### src/rtl/oeag_pkg.sv
package oeag_pkg;
  localparam int BYTE_W = 8;
  localparam int ADDR_W = 2 * BYTE_W;
  localparam int CNT_W  = 2;

  typedef enum logic [2:0] {
    AM_IMM  = 3'd0,
    AM_REG  = 3'd1,
    AM_PG0  = 3'd2,
    AM_DPG  = 3'd3,
    AM_LONG = 3'd4
  } amode_e;

  function automatic logic mode_is_legal(input logic [2:0] m);
    return m <= 3'd4;
  endfunction

  function automatic logic [ADDR_W-1:0] form_addr(input logic [2:0] m,
                                                 input logic [BYTE_W-1:0] b0,
                                                 input logic [BYTE_W-1:0] b1,
                                                 input logic [BYTE_W-1:0] page);
    logic [ADDR_W-1:0] a;
    a = '0;
    if (m == AM_PG0)       a = {{BYTE_W{1'b0}}, b0};
    else if (m == AM_DPG)  a = {page, b0};
    else if (m == AM_LONG) a = {b0, b1};
    return a;
  endfunction

  function automatic logic needs_memory(input logic [2:0] m);
    return (m == AM_PG0) || (m == AM_DPG) || (m == AM_LONG);
  endfunction

  function automatic logic [CNT_W-1:0] operand_len(input logic [2:0] m);
    logic [CNT_W-1:0] n;
    n = '0;
    if (m == AM_IMM || m == AM_PG0 || m == AM_DPG) n = 2'd1;
    else if (m == AM_LONG)                         n = 2'd2;
    return n;
  endfunction
endpackage

### src/rtl/oeag_dp_reg.sv
module oeag_dp_reg
  import oeag_pkg::*;
(
  input  logic              clk,
  input  logic              rst_n,
  input  logic              wr_en,
  input  logic [BYTE_W-1:0] wr_data,
  output logic [BYTE_W-1:0] page
);
  always_ff @(posedge clk or negedge rst_n) begin
    if (!rst_n)     page <= '0;
    else if (wr_en) page <= wr_data;
  end
endmodule

### src/rtl/oeag_zero_reg.sv
module oeag_zero_reg #(
  parameter int RIDX_W = 4,
  parameter int REG_W  = 8
) (
  input  logic [RIDX_W-1:0] idx,
  input  logic [REG_W-1:0]  raw,
  output logic [REG_W-1:0]  value,
  output logic              is_zero_idx
);
  always_comb begin
    is_zero_idx = (idx == '0);
    value       = is_zero_idx ? '0 : raw;
  end
endmodule

### src/rtl/oeag_ea_calc.sv
module oeag_ea_calc
  import oeag_pkg::*;
(
  input  logic [2:0]        mode,
  input  logic [BYTE_W-1:0] b0,
  input  logic [BYTE_W-1:0] b1,
  input  logic [BYTE_W-1:0] page,
  output logic [ADDR_W-1:0] ea,
  output logic              mem,
  output logic [CNT_W-1:0]  nbytes,
  output logic              bad_mode
);
  always_comb begin
    bad_mode = !mode_is_legal(mode);
    ea       = form_addr(mode, b0, b1, page);
    mem      = needs_memory(mode);
    nbytes   = operand_len(mode);
  end
endmodule

### src/rtl/opnd_addr_gen.sv
module opnd_addr_gen
  import oeag_pkg::*;
#(
  parameter int RIDX_W = 4,
  parameter int REG_W  = 8
) (
  input  logic              clk,
  input  logic              rst_n,
  input  logic              insn_valid,
  input  logic [2:0]        mode,
  input  logic [7:0]        opnd_b0,
  input  logic [7:0]        opnd_b1,
  input  logic              dp_wr_en,
  input  logic [7:0]        dp_wr_data,
  input  logic [RIDX_W-1:0] rsel,
  input  logic [REG_W-1:0]  rdata_raw,
  output logic              out_valid,
  output logic [15:0]       eff_addr,
  output logic              mem_access,
  output logic [1:0]        opnd_bytes,
  output logic              illegal_mode,
  output logic [REG_W-1:0]  rdata
);
  logic [BYTE_W-1:0] dp_page;
  logic [ADDR_W-1:0] ea_next;
  logic              mem_next;
  logic [CNT_W-1:0]  nb_next;
  logic              bad_next;
  logic [REG_W-1:0]  rd_next;
  logic              rsel_zero;

  oeag_dp_reg u_dp (
    .clk(clk), .rst_n(rst_n), .wr_en(dp_wr_en), .wr_data(dp_wr_data), .page(dp_page)
  );

  oeag_ea_calc u_calc (
    .mode(mode), .b0(opnd_b0), .b1(opnd_b1), .page(dp_page),
    .ea(ea_next), .mem(mem_next), .nbytes(nb_next), .bad_mode(bad_next)
  );

  oeag_zero_reg #(.RIDX_W(RIDX_W), .REG_W(REG_W)) u_zr (
    .idx(rsel), .raw(rdata_raw), .value(rd_next), .is_zero_idx(rsel_zero)
  );

  always_ff @(posedge clk or negedge rst_n) begin
    if (!rst_n) begin
      out_valid    <= 1'b0;
      eff_addr     <= '0;
      mem_access   <= 1'b0;
      opnd_bytes   <= '0;
      illegal_mode <= 1'b0;
      rdata        <= '0;
    end else begin
      out_valid <= insn_valid;
      if (insn_valid) begin
        eff_addr     <= ea_next;
        mem_access   <= mem_next;
        opnd_bytes   <= nb_next;
        illegal_mode <= bad_next;
        rdata        <= rd_next;
      end
    end
  end
endmodule

### config.mk
export PLATFORM = sky130hd
export DESIGN_NAME = opnd_addr_gen
export DESIGN_NICKNAME = d
export VERILOG_FILES = /design/src/rtl/oeag_pkg.sv /design/src/rtl/oeag_dp_reg.sv /design/src/rtl/oeag_zero_reg.sv /design/src/rtl/oeag_ea_calc.sv /design/src/rtl/opnd_addr_gen.sv
export SDC_FILE = /design/constraint.sdc
export NUM_CORES = 1
export LEC_CHECK = 0
export ABC_CLOCK_PERIOD_IN_PS = 1800
export BUFFER_PORTS_ARGS = -buffer_cell sky130_fd_sc_hd__buf_2
export CAP_MARGIN = 20
export CORE_MARGIN = 5
export CORE_UTILIZATION = 35
export DETAILED_ROUTE_END_ITERATION = 8
export PLACE_DENSITY = 0.57
export SLEW_MARGIN = 20
export SYNTH_ARGS = -nofsm -noshare
export SYNTH_HDL_FRONTEND = slang
export SYNTH_HIERARCHICAL = 1
export SYNTH_SLANG_ARGS = --single-unit
export TNS_END_PERCENT = 20
### constraint.sdc
create_clock -name clk -period 1.8 [get_ports clk]
set_input_delay 0.09 -clock clk [delete_from_list [all_inputs] [get_ports clk]]
set_output_delay 0.09 -clock clk [all_outputs]
set_load 0.05 [all_outputs]
==> results.txt, run 1 <==
Netlist Area Pre-Place - 0.00185 mm2
Max cap viols - 0
Tot GR Track Use - 0.128
First-pass GRT wire length - 6.47 mm
Syn_nets - 159
Area post-placement - 0.00219 mm2
Status - complete, no violations
FMAX - 969 MHz
Longest Clk Path Bufs - 2
Worst Tran Pin Value - 806 ps
Final worst path period need - 1030 ps
Drt via density - 4.88
Crit-path leading delay family - flip-flops
Area grow syn2layout - 25.3%
Crit-path max cell delay - 380 ps
Most frequent cells in the layout - buf_2, dfrtp_1, mux2_4
Clock sinks - 37
Most common cell after layout, fill and taps aside - buf_2
Initial antenna violation count - 0
Share of cells above drive strength 1 - 0.629
Worst vdd ir - 381 uV
Clk root buf - clkbuf_8
IO buf count - 71
Setup TNS - 0 ps
PD cells - 966 mW/mm2
# fillers - 489
Sw power - 0.672 mW
LEAKAGE - 1.18 nW
Gpl congestion - 0.774
Pin count of the biggest net entering global routing - 38
Critical path class - reg -> out
Fin area - 0.00231 mm2
R2R Setup Slk - 810 ps
Clock network power share - 0.327
Post-route ant nets - 0
Sequential share of power - 0.426
Cells after Synth - 116
Power Total - 2.24 mW
Tcrit/Tclk final - 0.573
CTS tree - built
Worst Setup Start Kind - flip-flop
CP required - 1710 ps
First-pass DRT Iterations - 4
Worst Path Buf+Inv - 1
Gr ovfl total - 0
Hold Crit Depth - 2
Final #Nets - 228
Post_cts resized - 0
Worst Hold Path EP - u_dp/page[7]
CTS Buf Count - 5
DR vias - 1,249
Final Max Slew Viols - 0
Mean cell area of the mapped netlist - 15.9 um2
CP arrival - 940 ps
Reg2reg path depth - 2
Hpwl dp - 3.21 mm
Site Rows - 26
Die Y - 82.6 um
Clk pin slew, worst setup/hold paths - 70 ps
Final setup viols - 0
Slowest cell on the critical path - dfrtp_1
Hold path startpoint - dp_wr_data[7]
Max_slew headroom - 0.462
Ant diodes - 0
WL final - 4.28 mm
Hold Path Class - in -> reg
Top Ports - 72
RSZ-0062 raised after global routing - no
DRC viols - 0
Core box area - 0.00511 mm2
Synth Warn # - 6
Reg-to-reg startpoint - u_dp/page[7]
Final Util - 0.453
Max Fanout on Critical Path - 2
Post-route clock skew - 2.64 ps
Worst path cell trace - buf_2
CP Capture Type - output port
Internal power - 1.56 mW
Reg-to-Reg End - eff_addr[15]
Final Hold Viols - 0
Switching share of power - 0.300
Comb power frac - 0.247
Htree depth - 2
Die Width - 82.6 um
Mean routed wirelength per cell - 16.7 um
DR iter-0 viols - 54
Vias in the first global route - 1,312
Hold WS - 32.6 ps
Die area - 0.00683 mm2
Clock latency at the later pin of the worst-skew pair - 280 ps
Initial core utilization - 0.362
==> area by class of cell <==
type	count	area, um2	share of cell area
clock inverters	1	30.0	0.0130
repair buffers	73	373	0.161
inverters	1	3.75	0.00162
clock buffers	7	86.3	0.0373
flip-flops and latches	37	926	0.400
multi-input cells	67	808	0.349
well taps	70	87.6	0.0378
==> state kept, by name, summed over array words and instances (netlist names) <==
register / cells
rdata: 8
mem_access: 1
u_dp/page: 8
opnd_bytes: 2
eff_addr: 16
illegal_mode: 1
out_valid: 1
==> through the flow <==
step                      instances  setup WS [ps]
after floorplan                 116            806
after global placement          247            580
after detailed placement        247            533
after CTS                       256            765
after global routing            256            613
final                           256            769
==> power groups by stage <==
stage | clock [mW] | sequential, mW | combinational (mW)
2_1_floorplan | 0 | 1.17 | 0.203
3_3_place_gp | 0 | 0.966 | 0.547
3_5_place_dp | 0 | 0.968 | 0.556
4_1_cts | 0.753 | 0.953 | 0.559
5_1_grt | 0.797 | 0.961 | 0.582
6_report | 0.731 | 0.952 | 0.552
==> worst max path at each step <==
stage / startpoint / endpoint / cells past startpoint
6_report: eff_addr[15] / eff_addr[15] / 1
5_1_grt: rst_n / illegal_mode / 2
4_1_cts: rst_n / rdata[1] / 2
3_5_place_dp: mode[2] / eff_addr[15] / 4
3_3_place_gp: mode[2] / eff_addr[10] / 4
2_1_floorplan: eff_addr[0] / eff_addr[0] / 1
==> metal layers <==
metal	global-route usage	wire, um	vias up
met2	0.207	2110	40
met1	0.163	1860	618
met4	0.0523	69	0
li1	-	-	585
met5	0	0	-
met3	0.0315	246	6
==> timing repair <==
item | in CTS | in global routing
buffers inserted | 0 | 0
hold buffers | 1 | 0
hold endpoints to repair | 37 | 0
(Power assumes the default switching activity.)
==> run 2: changes to the inputs <==
- ABC_AREA: default -> 1
- ABC_CLOCK_PERIOD_IN_PS: 1800 -> 950
- clock period: 1.8 -> 0.95 ns (I/O delays scaled with it)
==> run 2 against run 1 <==
- sequential power grew 86%
- hold slack better by 31 ps
- clock power grew 42%
- largest cell class unchanged
- highest routed layer unchanged
==> results.txt, run 2 <==
Final worst path period need - 919 ps
Most common cell after layout, fill and taps aside - nand2_1 (was buf_2)
Worst Setup Start Kind - flip-flop (unchanged)
Final #Nets - 358 (was 228)
Worst vdd ir - 569 uV (was 381 uV)
Site Rows - 26 (unchanged)
Gr ovfl total - 0 (unchanged)
Tot GR Track Use - 0.147 (was 0.128)
Critical path class - reg -> out (unchanged)
LEAKAGE - 1.46 nW (was 1.18 nW)
Status - complete, no violations (unchanged)
Worst path cell trace - clkbuf_4 (was buf_2)
Max_slew headroom - 0.797 (was 0.462)
CTS Buf Count - 5 (unchanged)
DR iter-0 viols - 104 (was 54)
Tcrit/Tclk final - 0.967
CP required - 900 ps (was 1710 ps)
Initial core utilization - 0.359 (was 0.362)
Max Fanout on Critical Path - 2 (unchanged)
Worst Path Buf+Inv - 1 (unchanged)
Netlist Area Pre-Place - 0.00183 mm2 (was 0.00185 mm2)
Longest Clk Path Bufs - 2 (unchanged)
First-pass GRT wire length - 7.56 mm (was 6.47 mm)
RSZ-0062 raised after global routing - yes (was no)
First-pass DRT Iterations - 4 (unchanged)
Post-route clock skew - 2.26 ps (was 2.64 ps)
Largest register FFs - 16 (unchanged)
Hold WS - 63.2 ps (was 32.6 ps)
Vias in the first global route - 1,600 (was 1,312)
Gpl congestion - 0.761 (was 0.774)
Post-route ant nets - 0 (unchanged)
Final setup viols - 0 (unchanged)
Max cap viols - 0 (unchanged)
Worst Tran Pin Value - 304 ps (was 806 ps)
Slowest cell on the critical path - dfrtp_1 (unchanged)
Die Y - 82.4 um (was 82.6 um)
Initial antenna violation count - 0 (unchanged)
Htree depth - 2 (unchanged)
Share of cells above drive strength 1 - 0.285 (was 0.629)
Clock sinks - 37 (unchanged)
Synth Warn # - 6 (unchanged)
Hpwl dp - 3.29 mm (was 3.21 mm)
Crit-path leading delay family - flip-flops (unchanged)
Largest regs - eff_addr: 16 flops, rdata: 8 flops, u_dp/page: 8 flops (unchanged)
WL final - 4.48 mm (was 4.28 mm)
Pin count of the biggest net entering global routing - 38 (unchanged)
Largest Register - eff_addr (unchanged)
Cells after Synth - 233 (was 116)
DRC viols - 0 (unchanged)
Mean routed wirelength per cell - 11.6 um (was 16.7 um)
FMAX - 1090 MHz
PD cells - 1530 mW/mm2 (was 966 mW/mm2)
Power Total - 3.82 mW (was 2.24 mW)
Ant diodes - 0 (unchanged)
Drt via density - 4.34 (was 4.88)
Core box area - 0.00511 mm2 (unchanged)
Mean cell area of the mapped netlist - 7.87 um2 (was 15.9 um2)
IO buf count - 71 (unchanged)
Top Ports - 72 (unchanged)
Die Width - 82.4 um (was 82.6 um)
Setup TNS - 0 ps (unchanged)
Area grow syn2layout - 36.1% (was 25.3%)
Clock latency at the later pin of the worst-skew pair - 280 ps (about the same)
Clk pin slew, worst setup/hold paths - 70 ps (about the same)
Most frequent cells in the layout - nand2_1, buf_2, dfrtp_1 (was buf_2, dfrtp_1, mux2_4)
CP arrival - 870 ps (was 940 ps)
Die area - 0.00678 mm2 (was 0.00683 mm2)
Final Hold Viols - 0 (unchanged)
CP Capture Type - output port (unchanged)
Crit-path max cell delay - 380 ps (about the same)
Syn_nets - 276 (was 159)
CTS tree - built (unchanged)
Clk root buf - clkbuf_8 (unchanged)
Hold Path Class - in -> reg (unchanged)
DR vias - 1,676 (was 1,249)
Final Max Slew Viols - 0 (unchanged)
[run 2: final timing paths]
| path | startpoint | endpoint | slack, ps | cells past startpoint |
|---|---|---|---|---|
| max in group asynchronous | rst_n | eff_addr[1] | 510 | 3 |
| setup / recovery | rdata[0] | rdata[0] | 30 | 1 |
| setup reg to reg | u_dp/page[0] | eff_addr[8] | 180 | 4 |
| min in group asynchronous | rst_n | out_valid | 250 | 3 |
| hold / removal | dp_wr_en | u_dp/page[1] | 60 | 3 |
| hold reg to reg | rdata[4] | rdata[4] | 470 | 2 |
[run 2: timing repair]
| item | CTS | global route |
|---|---|---|
| endpoints found under the hold margin | 45 | 0 |
| endpoints found under the setup margin | 14 | 20 |
| setup buffers | 0 | 0 |
| hold buffers | 9 | 0 |
| gates resized for setup | 14 | 32 |
[run 2: cell type report]
| cell class | instances | area, um2 |
|---|---|---|
| Tap cell | 70 | 87.6 |
| Clock buffer | 8 | 80.1 |
| Multi-Input combinational cell | 172 | 732 |
| Sequential cell | 37 | 926 |
| Timing Repair Buffer | 86 | 621 |
| Fill cell | 534 | 2610 |
| Inverter | 13 | 48.8 |
[run 2: power by group]
group / total, mW / switching (mW) / internal (mW)
clock network: 1.04 / 0.522 / 0.521
logic: 1.01 / 0.661 / 0.344
registers: 1.77 / 0.0720 / 1.70
[run 2: through the flow]
| stage | util | area [um2] | instances | setup slack [ps] |
|---|---|---|---|---|
| after global routing | 0.488 | 2490 | 386 | -1.38 |
| after CTS | 0.477 | 2440 | 386 | 0.445 |
| after floorplan | - | 1830 | 233 | 118 |
| after detailed placement | 0.437 | 2230 | 369 | 110 |
| final | 0.488 | 2490 | 386 | 31.5 |
| after global placement | 0.437 | 2230 | 369 | 121 |
[run 2: metal layers]
| metal | share of wire | vias up | GRT usage | wire length [um] |
|---|---|---|---|---|
| li1 | - | 885 | - | - |
| met1 | 0.45 | 745 | 0.190 | 2010 |
| met2 | 0.47 | 41 | 0.233 | 2110 |
| met3 | 0.069 | 5 | 0.0510 | 310 |
| met4 | 0.011 | 0 | 0.0415 | 48 |
| met5 | 0 | - | 0 | 0 |
